[config.mk]
export PLATFORM = sky130hd
export DESIGN_NAME = i2s_tx_serializer
export DESIGN_NICKNAME = d
export VERILOG_FILES = /design/src/rtl/i2s_tx_pkg.sv /design/src/rtl/i2s_tx_clkgen.sv /design/src/rtl/i2s_tx_unpack.sv /design/src/rtl/i2s_tx_shifter.sv /design/src/rtl/i2s_tx_serializer.sv
export SDC_FILE = /design/constraint.sdc
export NUM_CORES = 1
export LEC_CHECK = 0
export BUFFER_PORTS_ARGS = -buffer_cell sky130_fd_sc_hd__buf_2
export CELL_PAD_IN_SITES_DETAIL_PLACEMENT = 1
export CELL_PAD_IN_SITES_GLOBAL_PLACEMENT = 2
export CORE_MARGIN = 1
export CORE_UTILIZATION = 41
export CTS_CLUSTER_SIZE = 12
export DETAILED_ROUTE_END_ITERATION = 10
export GPL_TIMING_DRIVEN = 0
export PLACE_DENSITY = 0.91
export SLEW_MARGIN = 20
export SYNTH_ARGS = -nofsm -noshare
export SYNTH_HDL_FRONTEND = slang
export SYNTH_SLANG_ARGS = --single-unit
[constraint.sdc]
create_clock -name clk -period 7.6 [get_ports clk]
set_input_delay 1.52 -clock clk [delete_from_list [all_inputs] [get_ports clk]]
set_output_delay 1.52 -clock clk [all_outputs]
set_load 0.02 [all_outputs]
[src/rtl/i2s_tx_pkg.sv]
package i2s_tx_pkg;

  localparam int WORD_W = 32;
  localparam int CNT_W  = $clog2(WORD_W);
  localparam int BITS_W = CNT_W + 1;

  typedef enum logic [1:0] {
    WC_BYTE  = 2'd0,
    WC_HALF  = 2'd1,
    WC_HALF2 = 2'd2,
    WC_WORD  = 2'd3
  } width_code_e;

  // sample width in bits for a width code (code 2 aliases code 1)
  function automatic logic [BITS_W-1:0] sample_bits(input logic [1:0] code);
    case (code)
      WC_BYTE: sample_bits = BITS_W'(8);
      WC_WORD: sample_bits = BITS_W'(32);
      default: sample_bits = BITS_W'(16);
    endcase
  endfunction

  // number of samples packed in one FIFO word
  function automatic logic [2:0] slots_per_word(input logic [1:0] code);
    case (code)
      WC_BYTE: slots_per_word = 3'd4;
      WC_WORD: slots_per_word = 3'd1;
      default: slots_per_word = 3'd2;
    endcase
  endfunction

  // pick slot idx out of a word, returned MSB-aligned in a full word
  function automatic logic [WORD_W-1:0] slot_msb_aligned(input logic [WORD_W-1:0] w,
                                                         input logic [1:0] code,
                                                         input logic [1:0] idx);
    case (code)
      WC_BYTE: slot_msb_aligned = {w[{idx, 3'b000} +: 8], 24'b0};
      WC_WORD: slot_msb_aligned = w;
      default: slot_msb_aligned = {w[{idx[0], 4'b0000} +: 16], 16'b0};
    endcase
  endfunction

endpackage

[src/rtl/i2s_tx_clkgen.sv]
module i2s_tx_clkgen
  import i2s_tx_pkg::*;
(
  input  logic              clk,
  input  logic              rst_n,
  input  logic              soft_rst,
  input  logic              sck_en,
  input  logic [BITS_W-1:0] wbits,
  output logic              sck,
  output logic              ws,
  output logic              fall_tick,
  output logic              wrap,
  output logic              next_left
);

  logic             sck_q, ws_q, half_q, first_q;
  logic [CNT_W-1:0] bitc_q;
  logic             last_bit;

  assign last_bit  = ({1'b0, bitc_q} == wbits - BITS_W'(1));
  assign fall_tick = sck_en && sck_q && !soft_rst;
  assign wrap      = fall_tick && (first_q || last_bit);
  assign next_left = half_q;
  assign sck       = sck_q;
  assign ws        = ws_q;

  always_ff @(posedge clk or negedge rst_n) begin
    if (!rst_n) begin
      sck_q <= 1'b0; ws_q <= 1'b0; half_q <= 1'b1; first_q <= 1'b1; bitc_q <= '0;
    end else if (soft_rst) begin
      sck_q <= 1'b0; ws_q <= 1'b0; half_q <= 1'b1; first_q <= 1'b1; bitc_q <= '0;
    end else if (sck_en) begin
      sck_q <= ~sck_q;
      if (sck_q) begin
        ws_q <= wrap ? ~half_q : half_q;
        if (wrap) begin
          half_q  <= ~half_q;
          first_q <= 1'b0;
          bitc_q  <= '0;
        end else begin
          bitc_q  <= bitc_q + 1'b1;
        end
      end
    end
  end

  // the bit clock moves only when enabled (or when forced by reset)
  a_r2_sck_needs_enable: assert property (@(posedge clk) disable iff (!rst_n)
    !$stable(sck_q) |-> ($past(sck_en) || $past(soft_rst)));

  // word select moves only at a falling bit-clock transition
  a_r2_ws_on_fall: assert property (@(posedge clk) disable iff (!rst_n)
    !$stable(ws_q) |-> ($past(fall_tick) || $past(soft_rst)));

  // a half frame never runs past the sample width
  a_r3_count_in_width: assert property (@(posedge clk) disable iff (!rst_n || soft_rst)
    {1'b0, bitc_q} < wbits);

endmodule

[src/rtl/i2s_tx_unpack.sv]
module i2s_tx_unpack
  import i2s_tx_pkg::*;
(
  input  logic              clk,
  input  logic              rst_n,
  input  logic              soft_rst,
  input  logic              load,
  input  logic              to_left,
  input  logic [1:0]        cfg_width,
  input  logic              cfg_mono,
  input  logic              cfg_stop,
  input  logic [WORD_W-1:0] fifo_data,
  input  logic              fifo_empty,
  output logic              fifo_pop,
  output logic [WORD_W-1:0] sample
);

  logic [WORD_W-1:0] word_q, last_q;
  logic [1:0]        idx_q;
  logic [2:0]        avail_q;
  logic              want_new, from_word, underflow;

  // a fresh sample is needed unless stopped or on the mono right phase
  assign want_new  = load && !cfg_stop && !(cfg_mono && !to_left);
  assign from_word = want_new && (avail_q != 3'd0);
  assign fifo_pop  = want_new && (avail_q == 3'd0) && !fifo_empty;
  assign underflow = want_new && (avail_q == 3'd0) && fifo_empty;

  always_comb begin
    if (from_word)      sample = slot_msb_aligned(word_q, cfg_width, idx_q);
    else if (fifo_pop)  sample = slot_msb_aligned(fifo_data, cfg_width, 2'd0);
    else                sample = last_q;
  end

  always_ff @(posedge clk or negedge rst_n) begin
    if (!rst_n) begin
      word_q <= '0; last_q <= '0; idx_q <= '0; avail_q <= '0;
    end else if (soft_rst) begin
      word_q <= '0; last_q <= '0; idx_q <= '0; avail_q <= '0;
    end else if (load) begin
      last_q <= sample;
      if (fifo_pop) begin
        word_q  <= fifo_data;
        idx_q   <= 2'd1;
        avail_q <= slots_per_word(cfg_width) - 3'd1;
      end else if (from_word) begin
        idx_q   <= idx_q + 2'd1;
        avail_q <= avail_q - 3'd1;
      end
    end
  end

  // never pop an empty FIFO
  a_r9_pop_nonempty: assert property (@(posedge clk) disable iff (!rst_n)
    fifo_pop |-> !fifo_empty);

  // pops happen only at a sample load
  a_r9_pop_on_load: assert property (@(posedge clk) disable iff (!rst_n)
    fifo_pop |-> load);

  // on underflow the repeated sample is the one sent before
  a_r9_repeat_last: assert property (@(posedge clk) disable iff (!rst_n)
    underflow |-> (sample == last_q));

  // stopped means the FIFO is left alone
  a_r11_stop_no_pop: assert property (@(posedge clk) disable iff (!rst_n)
    cfg_stop |-> !fifo_pop);

  // the mono right phase reuses the sample without touching the FIFO
  a_r8_mono_right_no_pop: assert property (@(posedge clk) disable iff (!rst_n)
    (load && cfg_mono && !to_left) |-> !fifo_pop);

endmodule

[src/rtl/i2s_tx_shifter.sv]
module i2s_tx_shifter
  import i2s_tx_pkg::*;
(
  input  logic              clk,
  input  logic              rst_n,
  input  logic              soft_rst,
  input  logic              fall_tick,
  input  logic              wrap,
  input  logic              silence,
  input  logic [WORD_W-1:0] sample,
  output logic              sd
);

  logic [WORD_W-1:0] sh_q;
  logic              sd_q;

  assign sd = sd_q;

  always_ff @(posedge clk or negedge rst_n) begin
    if (!rst_n) begin
      sh_q <= '0; sd_q <= 1'b0;
    end else if (soft_rst) begin
      sh_q <= '0; sd_q <= 1'b0;
    end else if (fall_tick) begin
      sd_q <= silence ? 1'b0 : sh_q[WORD_W-1];
      sh_q <= wrap ? sample : {sh_q[WORD_W-2:0], 1'b0};
    end
  end

  // a silenced bit period drives zero
  a_r10_silence_zero: assert property (@(posedge clk) disable iff (!rst_n)
    (fall_tick && silence) |=> !sd_q);

  // data moves only at a falling bit-clock transition
  a_r2_sd_on_fall: assert property (@(posedge clk) disable iff (!rst_n)
    !$stable(sd_q) |-> ($past(fall_tick) || $past(soft_rst)));

endmodule

[src/rtl/i2s_tx_serializer.sv]
module i2s_tx_serializer
  import i2s_tx_pkg::*;
(
  input  logic              clk,
  input  logic              rst_n,
  input  logic              sck_en,
  input  logic              cfg_reset,
  input  logic [1:0]        cfg_width,
  input  logic              cfg_mono,
  input  logic              cfg_mute,
  input  logic              cfg_stop,
  input  logic [WORD_W-1:0] fifo_data,
  input  logic              fifo_empty,
  output logic              fifo_pop,
  output logic              sck,
  output logic              ws,
  output logic              sd
);

  logic [BITS_W-1:0] wbits;
  logic              fall_tick, wrap, next_left, silence;
  logic [WORD_W-1:0] sample;

  assign wbits   = sample_bits(cfg_width);
  assign silence = cfg_mute || cfg_stop;

  i2s_tx_clkgen u_clk (
    .clk(clk), .rst_n(rst_n), .soft_rst(cfg_reset), .sck_en(sck_en),
    .wbits(wbits), .sck(sck), .ws(ws), .fall_tick(fall_tick),
    .wrap(wrap), .next_left(next_left)
  );

  i2s_tx_unpack u_unpack (
    .clk(clk), .rst_n(rst_n), .soft_rst(cfg_reset), .load(wrap),
    .to_left(next_left), .cfg_width(cfg_width), .cfg_mono(cfg_mono),
    .cfg_stop(cfg_stop), .fifo_data(fifo_data), .fifo_empty(fifo_empty),
    .fifo_pop(fifo_pop), .sample(sample)
  );

  i2s_tx_shifter u_shift (
    .clk(clk), .rst_n(rst_n), .soft_rst(cfg_reset), .fall_tick(fall_tick),
    .wrap(wrap), .silence(silence), .sample(sample), .sd(sd)
  );

  // reset leaves all serial outputs low and no pop pending
  a_r1_reset_quiet: assert property (@(posedge clk) disable iff (!rst_n)
    $past(cfg_reset) |-> (!sck && !ws && !sd));

endmodule

; Word-level counts from Yosys, hierarchy flattened
; Index checks and enable logic that the tools add are counted.
[totals]
reg_bits = 111
output_inout_bits = 4
[classes]
addsub = 5
n_eq_ne = 2
shifts = 2
mux = 43
n_bitwise = 2
reduce_logical = 29
[ops]
columns = op, count
row1 = $mux W32, 10
row2 = $pmux W32 S2, 2
row3 = $shiftx A32 B6 Y16, 1
row4 = $shiftx A32 B6 Y8, 1
row5 = $mux W3, 7
row6 = $mux W5, 4
row7 = $mux W1, 14
row8 = $pmux W6 S2, 1
row9 = $reduce_bool A2 Y1, 5
row10 = $logic_and A1 B1 Y1, 9
row11 = $mux W2, 4
row12 = $eq A5 B6 Y1, 1
row13 = $pmux W3 S2, 1
row14 = $reduce_and A2 Y1, 3
row15 = $reduce_bool A3 Y1, 2
row16 = $sub A3 B1 Y3 const B, 2
row17 = $sub A6 B1 Y6 const B, 1
row18 = $add A5 B1 Y5 const B, 1
row19 = $logic_not A1 Y1, 5
row20 = $logic_not A3 Y1, 1
row21 = $reduce_and A3 Y1, 1
row22 = $add A2 B1 Y2 const B, 1
row23 = $eq A2 B2 Y1 const B, 1
row24 = $logic_not A2 Y1, 1
row25 = 2 further kinds, 4

; Longest topological paths before layout
[depth]
ltp_word = 17
depth_mapped = 15

; Modules after synthesis
; Synthesis repeated with hierarchy kept, for this count alone.
[hier_totals]
hier_cells = 746
hier_area_um2 = 6449.9
[modules_own_cells]
columns = module, instances, cells_each, area_each_um2, seq_area_each_um2
row1 = i2s_tx_unpack, 1, 512, 4075.2, 1726.7
row2 = i2s_tx_shifter, 1, 147, 1640.3, 825.8
row3 = i2s_tx_clkgen, 1, 81, 691.9, 227.7
row4 = i2s_tx_serializer, 1, 6, 42.5, 0.0

; Least setup slack after synthesis
; Ideal clock, no wire load.
[synth_path]
kind = input -> output
start = input cfg_width[0]
end = output fifo_pop
t_arrival_ps = 2994
required_ps = 6080
slack_ps = 3086
stages = 10
path_buffers = 4
cell_sequence = inv_1 -> ha_1 -> buf_2 -> and3b_1 -> nor2_2 -> or3_1 -> buf_6 -> inv_6 -> buf_6 -> buf_6
[synth_between]
elab_chain_len = 10
elab_cells_between_ends = 11
[synth_rtl]
columns = element, line_no
row1 = "start, declared", i2s_tx_serializer.sv:8  ; input logic [1:0] cfg_width,
row2 = $eq A2 B2 Y1 or $logic_not A2 Y1 (tied branches), i2s_tx_pkg.sv:16  ; case (code)
row3 = $pmux W6 S2 *, i2s_tx_pkg.sv:16
row4 = $sub A6 B1 Y6 *, i2s_tx_clkgen.sv:20  ; assign last_bit = ({1'b0, bitc_q} == wbits - BITS_W'(1));
row5 = $eq A5 B6 Y1 *, i2s_tx_clkgen.sv:20
row6 = $logic_or A1 B1 Y1 *, i2s_tx_clkgen.sv:22  ; assign wrap = fall_tick && (first_q || last_bit);
row7 = $logic_and A1 B1 Y1 *, i2s_tx_clkgen.sv:22
row8 = $logic_and A1 B1 Y1 * (2 in series), i2s_tx_unpack.sv:24  ; assign want_new = load && !cfg_stop && !(cfg_mono && !to_left);
row9 = $logic_and A1 B1 Y1 * (2 in series), i2s_tx_unpack.sv:26  ; assign fifo_pop = want_new && (avail_q == 3'd0) && !fifo_empty;
row10 = "end, declared", i2s_tx_serializer.sv:14  ; output logic fifo_pop,
; Every way passes the cells marked *; elsewhere a longest branch is shown, timed or not.

; Worst setup path after layout
; Ends and elaborated chain as after synthesis.

==> flow_summary_export.csv <==
group,metric,value,unit
clock_network,cts_setup_buffers,0,
die,dieWidth,131,µm
finish,post_route_cells_drive_above_1_share,0.145,
status,status,"completed",
clock_network,clock_path_buffers,2,
clock_network,root_buffer,"clkbuf_16",
yosys,syn_area,6780,µm²
yosys,async_flop_share,1.00,
route,via_per_inst,6.34,
global_route,grtUsageTotal,0.327,
die,fp.dieArea,17100,µm²
sta,rsz0062_at_grt,"false",
route,post_drt_wl_per_cell,24.8,µm
sta,min_period,5.10,ns
worst_setup_path,crit_chain,"buf_2, inv_1, ha_1, buf_2, and3b_1, nor2_2, or3_1, buf_6, inv_6, buf_6, buf_6, buf_2",
sta,finalHoldViolCount,0,
yosys,synthCells,769,
clock_network,cts_resized,0,
yosys,yosys.cell_types.count,66,
placed_design,preCtsSetupSlack,2.54,ns
die,start_util,0.424,
yosys,yosys.area.top_type_share,0.402,
route,drc,0,
clock_network,clock-sinks,111,
global_route,grt_pass1_wl,40.8,mm
worst_setup_path,crit_slowest_cell,"or3_1",
sta,worst_pin_slew,0.978,ns
finish,final_common_cell,"nand2_1",
route,vias,6632,
sta,fmax,196,MHz
sta,final.period_utilization,0.671,
die,dieHeight,131,µm
yosys,synth_top_cell_by_area,"dfrtp_1",
worst_setup_path,critPathBufInv,8,
die,io-pin-count,46,
worst_hold_path,hold_depth,2,
worst_setup_path,worstSetupEndpointType,"output pin",
global_route,antenna_found_initial,0,
sta,slew_viol_final,0,
worst_setup_path,crit_family,"buffers and inverters",
route,drtIter0Drc,529,
sta,timing.slew.headroom,0.344,
worst_setup_path,path_max_fanout,10,
finish,final_cell_mix,"nand2_1, dfrtp_1, o21ai_0",
worst_setup_path,crit_required,6.08,ns
worst_setup_path,worstSetupStartpointType,"input port",
yosys,synth.area.top_cells,"dfrtp_1, o21ai_0, nand2_1",
worst_setup_path,path_depth,12,
clock_network,path_clk_slew,0.08,ns
yosys,ys_ff_latch,111,
clock_network,hold_buffers,0,
global_route,overflow,0,
placed_design,dp_cells,1030,
worst_setup_path,max_stage_delay,0.33,ns
finish,area_growth,12.8,%
sta,hold_slack,0.478,ns
finish,final_cells,1046,
finish,final_util,0.478,
sta,final.setup.worst_slack,2.50,ns
yosys,synthesis.nets,817,
worst_setup_path,path_class,"in -> out",
worst_setup_path,cp.arrival,3.58,ns
sta,finalSetupViolCount,0,
sta,tns,0,ns
yosys,yosysSeqAreaShare,0.410,
die,rows,46,
power,finalPower,1.34,mW
route,wirelength,26.0,mm
placed_design,gp_congestion,0.938,
finish,design_area,7640,µm²
route,drt_pass1_iterations,5,
yosys,synth-edff-count,0,
yosys,ys_warn_count,0,
power,ir_drop,0.000107,V
clock_network,cts_tree,"built",
power,p_leak,3.27,nW
clock_network,htree_levels,3,
finish,finish.net_count,873,
power,powerDensity,175,nW/µm²
clock_network,clk_latency,0.36,ns
worst_setup_path,r2r_cells,12,
die,core-area,16000,µm²
finish,antenna_cells,0,
sta,fin_skew,0.00633,ns
placed_design,dp_hpwl,19.4,mm
placed_design,place_area,7300,µm²
yosys,syn_avg_cell_area,8.82,µm²
clock_network,numCtsBuffers,9,
route,ant_nets,0,
global_route,grt_max_degree,61,
run,drv_cap,0,
yosys,synth_flop_cell,"dfrtp_1",
placed_design,place.port_buffers,44,
worst_hold_path,hold_class,"reg -> reg",
finish,fill_cells,1959,
global_route,grt_pass1_vias,6878,
synthesized netlist by cell type, types with 10 or more instances:
cell and count:
nand2_1 123, dfrtp_1 109, o21ai_0 97, clkbuf_1 39, a22oi_1 38, a21oi_1 35
nor2_1 30, o211ai_1 18, a22o_1 14, nand2b_1 14, buf_2 13, and2_1 12
inv_1 12, nor2b_1 12, nor3_1 12, o21ai_1 12, a221oi_1 11, o31ai_1 10
state kept, by name (all words and copies together) (netlist names):
name,count
u_shift.sh_q,32
u_unpack.last_q,32
u_unpack.word_q,32
u_clk.bitc_q,5
u_unpack.avail_q,3
u_unpack.idx_q,2
u_clk.first_q,1
u_clk.next_left,1
u_clk.sck,1
u_clk.ws,1
u_shift.sd,1
routing by layer:
metal	global-route usage	part of all wire
met4	0.125	0.033
met5	0	0
met2	0.532	0.47
met1	0.437	0.44
met3	0.0501	0.057
layout make-up:
cell class	count	area (µm²)	area share
Clock buffer	10	239	0.0313
Clock inverter	6	97.6	0.0128
Sequential cell	111	2780	0.364
Inverter	14	57.6	0.00753
Tap cell	216	270	0.0354
Timing Repair Buffer	45	254	0.0332
Multi-Input combinational cell	581	3630	0.475
Buffer	63	317	0.0414
power breakdown:
| part | total, mW | switching, mW | internal (mW) |
|---|---|---|---|
| clock | 0.552 | 0.248 | 0.305 |
| combinational | 0.179 | 0.129 | 0.0501 |
| sequential | 0.605 | 0.00811 | 0.597 |
kinds of logic (layout without fill, tap and decap cells):
group	count (synthesis)	in the layout	share of synthesized area
and+or+nand+nor	236	236	0.168
adders and majority gates	6	6	0.0111
xor gates and xnor gates	7	7	0.00904
muxes	12	12	0.0220
AOI/OAI and AO/OA	320	320	0.325
DFF	111	111	0.410
buffers and inverters	77	138	0.0552
final timing paths:
kind                                     start             endpoint  slack, ns
min in group asynchronous                rst_n  u_unpack.last_q[27]       1.13
max in group asynchronous                rst_n        u_clk.first_q       5.74
max reg2reg                u_unpack.avail_q[2]  u_unpack.avail_q[2]       4.62
max                               cfg_width[0]             fifo_pop       2.50
min reg2reg                           u_clk.ws             u_clk.ws       0.48
min                                   u_clk.ws             u_clk.ws       0.48
tightest hold or removal path: stages, from the launching register on:
cell	delay, ns
dfrtp_1	0.34
nand2_1	0.04
o21ai_0	0.06
Note: power is estimated with default switching activity, not from simulation.
